`src/rtl/hsem_pkg.sv`:
```
// Package: shared constants and state encoding of the semaphore bank.
// Assumes a 32-bit data word with the lock flag in the top bit.
package hsem_pkg;
    localparam int unsigned HS_DATA_W   = 32;
    localparam int unsigned HS_LOCK_POS = 31;
    localparam int unsigned HS_ID_LSB   = 8;

    typedef enum logic {
        SEM_FREE = 1'b0,
        SEM_HELD = 1'b1
    } sem_stat_e;
endpackage

```
`src/rtl/sem_addr_dec.sv`:
```
// Address decoder: turns a byte address into a word index and a one-hot
// write select. Assumes word-aligned access; address bits 1:0 are ignored.
module sem_addr_dec #(
    parameter int unsigned NUM_SEMS = 32,
    localparam int unsigned IDX_W   = $clog2(NUM_SEMS),
    localparam int unsigned ADDR_W  = IDX_W + 2
) (
    input  logic                clk,
    input  logic                rst_n,
    input  logic                wr_en,
    input  logic [ADDR_W-1:0]   addr,
    output logic [IDX_W-1:0]    idx,
    output logic [NUM_SEMS-1:0] wr_sel
);
    logic unused_byte_lane;

    // Word index taken from the address above the byte lane bits.
    assign idx              = addr[ADDR_W-1:2];
    assign unused_byte_lane = ^addr[1:0];

    // One-hot write select: only the addressed word sees the write.
    always_comb begin
        wr_sel = '0;
        if (wr_en) wr_sel[idx] = 1'b1;
    end

    AST_SEL_ONEHOT: assert property (@(posedge clk) disable iff (!rst_n)
        $onehot0(wr_sel));
    AST_SEL_IDLE: assert property (@(posedge clk) disable iff (!rst_n)
        !wr_en |-> (wr_sel == '0));
endmodule

```
`src/rtl/sem_cell.sv`:
```
// One semaphore: holds a free/held state and the owner ID.
// A claim only takes a free cell. A release only works when the written ID
// matches the owner. All other writes leave the cell unchanged.
module sem_cell
    import hsem_pkg::*;
#(
    parameter int unsigned ID_W = 4
) (
    input  logic            clk,
    input  logic            rst_n,
    input  logic            wr_hit,
    input  logic            wr_lock,
    input  logic [ID_W-1:0] wr_id,
    output logic            held,
    output logic [ID_W-1:0] owner
);
    sem_stat_e         stat_q;
    logic [ID_W-1:0]   owner_q;

    // Ownership update: claim when free, release only by the owner.
    always_ff @(posedge clk) begin
        if (!rst_n) begin
            stat_q  <= SEM_FREE;
            owner_q <= '0;
        end else if (wr_hit) begin
            if (wr_lock && stat_q == SEM_FREE) begin
                stat_q  <= SEM_HELD;
                owner_q <= wr_id;
            end else if (!wr_lock && stat_q == SEM_HELD && wr_id == owner_q) begin
                stat_q  <= SEM_FREE;
                owner_q <= '0;
            end
        end
    end

    assign held  = (stat_q == SEM_HELD);
    assign owner = owner_q;

    AST_CLAIM_TAKES_FREE: assert property (@(posedge clk) disable iff (!rst_n)
        wr_hit && wr_lock && !held |=> held && owner == $past(wr_id));
    AST_HELD_CLAIM_IGNORED: assert property (@(posedge clk) disable iff (!rst_n)
        wr_hit && wr_lock && held |=> held && $stable(owner));
    AST_OWNER_RELEASE: assert property (@(posedge clk) disable iff (!rst_n)
        wr_hit && !wr_lock && held && wr_id == owner |=> !held);
    AST_WRONG_RELEASE_IGNORED: assert property (@(posedge clk) disable iff (!rst_n)
        wr_hit && !wr_lock && held && wr_id != owner |=> held && $stable(owner));
    AST_IDLE_STABLE: assert property (@(posedge clk) disable iff (!rst_n)
        !wr_hit |=> $stable(held) && $stable(owner));
endmodule

```
`src/rtl/sem_rdmux.sv`:
```
// Read path: picks the addressed cell and registers its word image.
// A free cell reads as zero. A held cell reads as the lock flag plus the owner ID.
// rdata holds its value between reads.
module sem_rdmux
    import hsem_pkg::*;
#(
    parameter int unsigned NUM_SEMS = 32,
    parameter int unsigned ID_W     = 4,
    localparam int unsigned IDX_W   = $clog2(NUM_SEMS)
) (
    input  logic                           clk,
    input  logic                           rst_n,
    input  logic                           rd_en,
    input  logic [IDX_W-1:0]               rd_idx,
    input  logic [NUM_SEMS-1:0]            held_vec,
    input  logic [NUM_SEMS-1:0][ID_W-1:0]  owner_vec,
    output logic [HS_DATA_W-1:0]           rdata
);
    logic [HS_DATA_W-1:0] word_img;

    // Build the word image of the selected cell.
    always_comb begin
        word_img = '0;
        if (held_vec[rd_idx]) begin
            word_img[HS_LOCK_POS]            = 1'b1;
            word_img[HS_ID_LSB +: ID_W]      = owner_vec[rd_idx];
        end
    end

    // Register the read result on a read strobe.
    always_ff @(posedge clk) begin
        if (!rst_n)     rdata <= '0;
        else if (rd_en) rdata <= word_img;
    end

    AST_FREE_READS_ZERO: assert property (@(posedge clk) disable iff (!rst_n)
        rd_en && !held_vec[rd_idx] |=> rdata == '0);
    AST_RDATA_HOLDS: assert property (@(posedge clk) disable iff (!rst_n)
        !rd_en |=> $stable(rdata));
endmodule

```
`src/rtl/sem_bank.sv`:
```
// Top: a bank of hardware semaphores on a plain read/write strobe port.
// One write and one read may be issued per cycle. A read returns the state
// as it was before any write in the same cycle.
module sem_bank
    import hsem_pkg::*;
#(
    parameter int unsigned NUM_SEMS = 32,
    parameter int unsigned ID_W     = 4,
    localparam int unsigned IDX_W   = $clog2(NUM_SEMS),
    localparam int unsigned ADDR_W  = IDX_W + 2
) (
    input  logic                 clk,
    input  logic                 rst_n,
    input  logic                 wr_en,
    input  logic                 rd_en,
    input  logic [ADDR_W-1:0]    addr,
    input  logic [HS_DATA_W-1:0] wdata,
    output logic [HS_DATA_W-1:0] rdata
);
    logic [IDX_W-1:0]               idx;
    logic [NUM_SEMS-1:0]            wr_sel;
    logic [NUM_SEMS-1:0]            held_vec;
    logic [NUM_SEMS-1:0][ID_W-1:0]  owner_vec;
    logic                           wr_lock;
    logic [ID_W-1:0]                wr_id;
    logic                           unused_wdata;

    // Split the write word into the lock flag and the ID field; the rest is dropped.
    assign wr_lock      = wdata[HS_LOCK_POS];
    assign wr_id        = wdata[HS_ID_LSB +: ID_W];
    assign unused_wdata = ^{wdata[HS_LOCK_POS-1:HS_ID_LSB+ID_W], wdata[HS_ID_LSB-1:0]};

    sem_addr_dec #(.NUM_SEMS(NUM_SEMS)) dec_i (
        .clk    (clk),
        .rst_n  (rst_n),
        .wr_en  (wr_en),
        .addr   (addr),
        .idx    (idx),
        .wr_sel (wr_sel)
    );

    for (genvar g = 0; g < NUM_SEMS; g++) begin : g_cell
        sem_cell #(.ID_W(ID_W)) cell_i (
            .clk     (clk),
            .rst_n   (rst_n),
            .wr_hit  (wr_sel[g]),
            .wr_lock (wr_lock),
            .wr_id   (wr_id),
            .held    (held_vec[g]),
            .owner   (owner_vec[g])
        );
    end

    sem_rdmux #(.NUM_SEMS(NUM_SEMS), .ID_W(ID_W)) rd_i (
        .clk       (clk),
        .rst_n     (rst_n),
        .rd_en     (rd_en),
        .rd_idx    (idx),
        .held_vec  (held_vec),
        .owner_vec (owner_vec),
        .rdata     (rdata)
    );

    AST_FREE_ZERO_OWNER: assert property (@(posedge clk) disable iff (!rst_n)
        $past(!rst_n) |-> held_vec == '0);
endmodule

```
`config.mk`:
```
export PLATFORM = sky130hd
export DESIGN_NAME = sem_bank
export DESIGN_NICKNAME = d
export VERILOG_FILES = /design/src/rtl/hsem_pkg.sv /design/src/rtl/sem_addr_dec.sv /design/src/rtl/sem_cell.sv /design/src/rtl/sem_rdmux.sv /design/src/rtl/sem_bank.sv
export SDC_FILE = /design/constraint.sdc
export NUM_CORES = 1
export LEC_CHECK = 0
export CORE_MARGIN = 3
export CORE_UTILIZATION = 30
export DETAILED_ROUTE_END_ITERATION = 10
export GPL_TIMING_DRIVEN = 0
export HOLD_SLACK_MARGIN = 0.1
export PLACE_DENSITY = 0.56
export REMOVE_ABC_BUFFERS = 1
export SLEW_MARGIN = 25
export SYNTH_ARGS = -nofsm -noshare
export SYNTH_HDL_FRONTEND = slang
export SYNTH_SLANG_ARGS = --single-unit
```
`constraint.sdc`:
```
create_clock -name clk -period 5.38 [get_ports clk]
set_input_delay 1.345 -clock clk [delete_from_list [all_inputs] [get_ports clk]]
set_output_delay 1.345 -clock clk [all_outputs]
set_load 0.02 [all_outputs]
```
# Word-level counts from Yosys, hierarchy flattened
# Cells that the tools add are included.
# totals
regBits	165
in_bits	43
out_inout_bits	32
elab_cells	430
# classes
magnitude_cmp	2
eq_ne	32
muxes	137
bitwise_logic	32
reduce_logical	162
# op_table
op	n
4-bit 2-to-1 mux	66
4-bit == test	32
1-bit logical AND	97
1-bit 2-to-1 mux	67
2-bit AND reduction	32
2-bit nonzero test	32
32-bit 2-to-1 mux	1
1-bit inverter	32
4-bit binary-select mux with 5-bit select	1
5-bit by 6-bit < comparator with 1-bit output, second input constant	1
1-bit binary-select mux with 5-bit select	1
1-bit demux with 5-bit select	1
5-bit by 1-bit >= comparator with 1-bit output, second input constant	1
1-bit logical NOT	1

# Depth between registers and ports, before layout
# depth
depth_word	6
ltp_mapped	8
depth_no_buf	5

# Cells and area by module
# A second synthesis with hierarchy kept.
# hier_totals
cells_unflattened	1123
hier_area_um2	10670.2
# by_module_without_submodules
mod	instances	cells_per_inst	area_each_um2	seq_area_each_um2
sem_cell	32	29	269.0	100.1
sem_rdmux	1	143	1794.2	100.1
sem_addr_dec	1	52	267.8	0.0

# Worst setup path before layout
# OpenSTA, ideal clock, no wires.
# synth_timing
path_type	input -> register
from	input port addr[3]
to	register rd_i.rdata[8]
setup_time_ns	0.117
arrival_time_ns	2.754
setup_slack_ns	2.510
path_stages	8
path_cell_list	buf_2 -> buf_2 -> buf_2 -> mux2i_1 -> o22ai_1 -> nor4_1 -> nand2_1 -> a22o_1
# synth_between
elab_chain_cells	3
# synth_lines
element	line	text
start, declared	sem_bank.sv:16	input logic [ADDR_W-1:0] addr,
4-bit binary-select mux with 5-bit select or 1-bit binary-select mux with 5-bit select (tied branches)	sem_rdmux.sv:26, sem_rdmux.sv:24	
4-bit 2-to-1 mux (not written as such) or 1-bit 2-to-1 mux (tied branches)	sem_rdmux.sv:26, sem_rdmux.sv:24	
4-bit 2-to-1 mux *	sem_rdmux.sv:24	if (held_vec[rd_idx]) begin
end signal, assigned	sem_rdmux.sv:33	else if (rd_en) rdata <= word_img;
end, declared	sem_rdmux.sv:17	output logic [HS_DATA_W-1:0] rdata
# Every way passes the cells marked *; elsewhere a longest branch is shown, timed or not. The select of a mux whose other input is x is not followed.
# A chain may end at the register's enable or synchronous reset.

# Worst setup path after layout
# layout_timing
from	input port addr[2]
to	register g_cell[29].cell_i.owner_q[2]
# layout_between
elab_chain_cells	6
# layout_lines
element	line	text
5-bit by 6-bit < comparator with 1-bit output (not written as such) or 5-bit by 1-bit >= comparator with 1-bit output (tied branches)	sem_addr_dec.sv:24	if (wr_en) wr_sel[idx] = 1'b1;
1-bit logical AND (not written as such)	sem_addr_dec.sv:24	
1-bit 2-to-1 mux (not written as such)	sem_addr_dec.sv:24	
1-bit demux with 5-bit select *	n/a	
32-bit 2-to-1 mux *	sem_addr_dec.sv:24	
2-bit AND reduction (no line) *	n/a	
end signal, assigned	sem_cell.sv:28	owner_q <= wr_id;
end, declared	sem_cell.sv:18	logic [ID_W-1:0] owner_q;
# Every way passes the cells marked *; elsewhere a longest branch is shown, timed or not.

==> run summary <==
I/O pin total = 75
Synth Area in Compound Gates = 22.23%
Worst Setup End Kind = flip-flop
Placer Congestion = 0.8418
Leak Pwr = 3.764 nW
Placed Area = 10430 sq um
# hold bufs at CTS = 0
Mean Syn Cell Area = 8.167 sq um
Number of flops mapped to enable cells by yosys = 0
Seq cells post-synth = 165
Setup CP Type = input port to flip-flop
Total number of vias = 8840
Initial antenna violation count = 0
Floorplan Core Area = 32780 sq um
Drt first-iter violations = 777
Die Width = 188.8 um
Int Pwr = 0.002026 W
Mux contribution to synthesized area = 7.984%
FF/Latch Area = 3303 sq um
Remaining DRCs = 0
WL per Instance = 18.20 um
Switch Pwr = 0.0007399 W
Clock-pin slew on the worst setup and hold paths = 70 ps
Top FF cell, synth = dfxtp_1
Post-CTS sizing = 0
Share of layout cells above drive strength 1 = 5.551%
Most common cell in the netlist = dfxtp_1
Pin count of the biggest net entering global routing = 84
Initial Utilization = 30.59%
Buffers added on ports = 18
Least-Margin Pin Slew = 837.9 ps
Top-area cell type share of the netlist area = 32.93%
Post-Route WL = 30010 um
Worst ir drop on vdd = 0.0001990 V
Area of the multi-input gates = 6230 sq um
Inst Count DP = 1617
Logic gate share of total power = 10.5%
Inserted Clock Buffers = 17
Synth Area in XOR/XNOR = 11.18%
FFs w/ async S/R, synth = 0%
TritonCTS Sinks = 165
HPWL after DPL = 20280 um
Sw frac = 26.75%
Ranking of synthesized cells by area = dfxtp_1, xor2_1, mux2i_1, a21oi_1, o21ai_0
Power Dens Cells = 251.1 nW/um^2
H-Tree Depth = 4
Final worst path period share = 71.58%
Antenna viol nets, final = 0
Final Power = 0.002766 W
# diodes = 0
Sequential share of the synthesized area = 32.93%
Status = completed
First drt pass iteration count = 5
Clock power frac = 44.9%
Slew margin rel. = 43.97%
Period minus WS final = 3851 ps
Largest family of logic cells by synthesized area = compound AO/OA/AOI/OAI gates
Cell Chain, Critical Path = clkdlybuf4s50_1 > and3b_1 > nand2_2 > nor3_1 > nand2_1 > a21oi_1
Setup Fix Bufs, Post-CTS = 0
Critical Path Max Stage Delay = 960 ps
# setup viols final = 0
Clock Latency Late Sink = 430 ps
Die height = 188.8 um
Leading area contributor after synthesis = dfxtp_1
First-pass GRT wire length = 47130 um
Synth cell count leaders = dfxtp_1, a21oi_1, nand2_1
Fin util = 33.59%
Final Max Tran Viols = 0
Buf/Inv on CP = 1
Yosys Warn Count = 0
Required @ worst endpoint = 5740 ps
Setup Skew = 8.386 ps
Filler cell count = 3509
Max frequency = 259.7 MHz
Post-synthesis simple-gate area fraction = 19.71%
Vias per std cell = 5.361
GR Util All Layers = 16.58%
Num rows = 66
Worst Path Max Fanout = 22
Sequential power share = 44.6%
Crit path arrival time = 4210 ps
Design Area, Final = 11010 sq um
Hold/Removal Path Class = flip-flop to flip-flop
Post-synthesis adder-cell area fraction = 0%
Final hold violations = 0
Syn-to-layout area delta = 9.806%
Clk buf depth = 2
Root Driver = clkbuf_16
Number of distinct library cells after synthesis = 45
Max stage delay cell, worst path = clkdlybuf4s50_1
Maxcap violations = 0
GR Overflow Total = 0
Post-route insts no fill = 1649
Mapped Cells = 1228
Worst Setup Start Kind = input port
Die area = 35660 sq um
Nets = 1237
Largest delay share family, worst path = simple AND/OR/NAND/NOR gates
Mapped Area = 10030 sq um
Vias in the first global route = 8187
RSZ-0062 raised after global routing = no
CTS tree = built
-- through the flow --
step	hold slack [ps]	worst slack, ps	setup TNS, ps
3_3_place_gp	471.5	-2581	-378520
5_1_grt	516.9	1413	0
4_1_cts	481.6	1605	0
6_report	480.8	1529	0
3_5_place_dp	467.0	1152	0
2_1_floorplan	473.4	1363	0
-- registers in the layout (all words and copies together), names as in the netlist --
| register | cells |
|---|---|
| g_cell.cell_i.owner | 128 |
| rd_i.rdata | 5 |
| g_cell.cell_i.held | 32 |
-- worst paths after layout --
path / startpoint / end / slack (ps) / cells past startpoint
worst max register to register: g_cell[10].cell_i.owner[2]$_SDFFE_PN0P_ / rd_i.rdata[10]$_SDFFE_PN0P_ / 3500 / 5
worst min register to register: rd_i.rdata[11]$_SDFFE_PN0P_ / rd_i.rdata[11]$_SDFFE_PN0P_ / 480 / 1
worst min-delay path: rd_i.rdata[11]$_SDFFE_PN0P_ / rd_i.rdata[11]$_SDFFE_PN0P_ / 480 / 1
worst max-delay path: addr[2] / g_cell[29].cell_i.owner[2]$_SDFFE_PN0P_ / 1530 / 6
-- kinds of logic (layout without fill, tap and decap cells) --
kind of cell,Yosys count,count (layout)
muxes,80,80
buffers and inverters,105,58
xor gates and xnor gates,128,128
and+or+nand+nor,351,351
AOI/OAI and AO/OA,398,398
other,1,27
DFF,165,165
-- area by class of cell --
class	instances	area share, %
Tap cell	442	5.022
Multi-Input combinational cell	984	56.57
Clock buffer	22	4.215
Inverter	1	0.1022
Sequential cell	165	29.99
Timing Repair Buffer	25	2.988
Clock inverter	10	1.113
-- power by group through the flow --
stage	clock (W)	combinational (W)	sequential, W
finish	0.00124	0.000291	0.00123
global route	0.00132	0.000313	0.00123
CTS	0.00126	0.000289	0.00123
detailed placement	0	0.000287	0.00126
global placement	0	0.000296	0.00126
floorplan	0	0.000143	0.00126
-- per-layer routing --
metal / share of wire [%] / GRT usage, %
met1: 48 / 24.18
met3: 5.8 / 3.367
met4: 1.1 / 3.409
met2: 45 / 25.31
met5: 0 / 0
-- layout by cell type (no fill, tap or decap), drive strengths merged, types with 22 or more instances in the layout --
master and n:
dfxtp 165, mux2i 80, o21ai 138, nor2b 36, o22ai 40, clkbuf 22, a21oi 147, conb 27
o21a 44, nand4b 24, nor2 26, nor3 45, nand3 22, nand2 143, xnor2 30, xor2 98
Power figures use the tool's default switching activity.
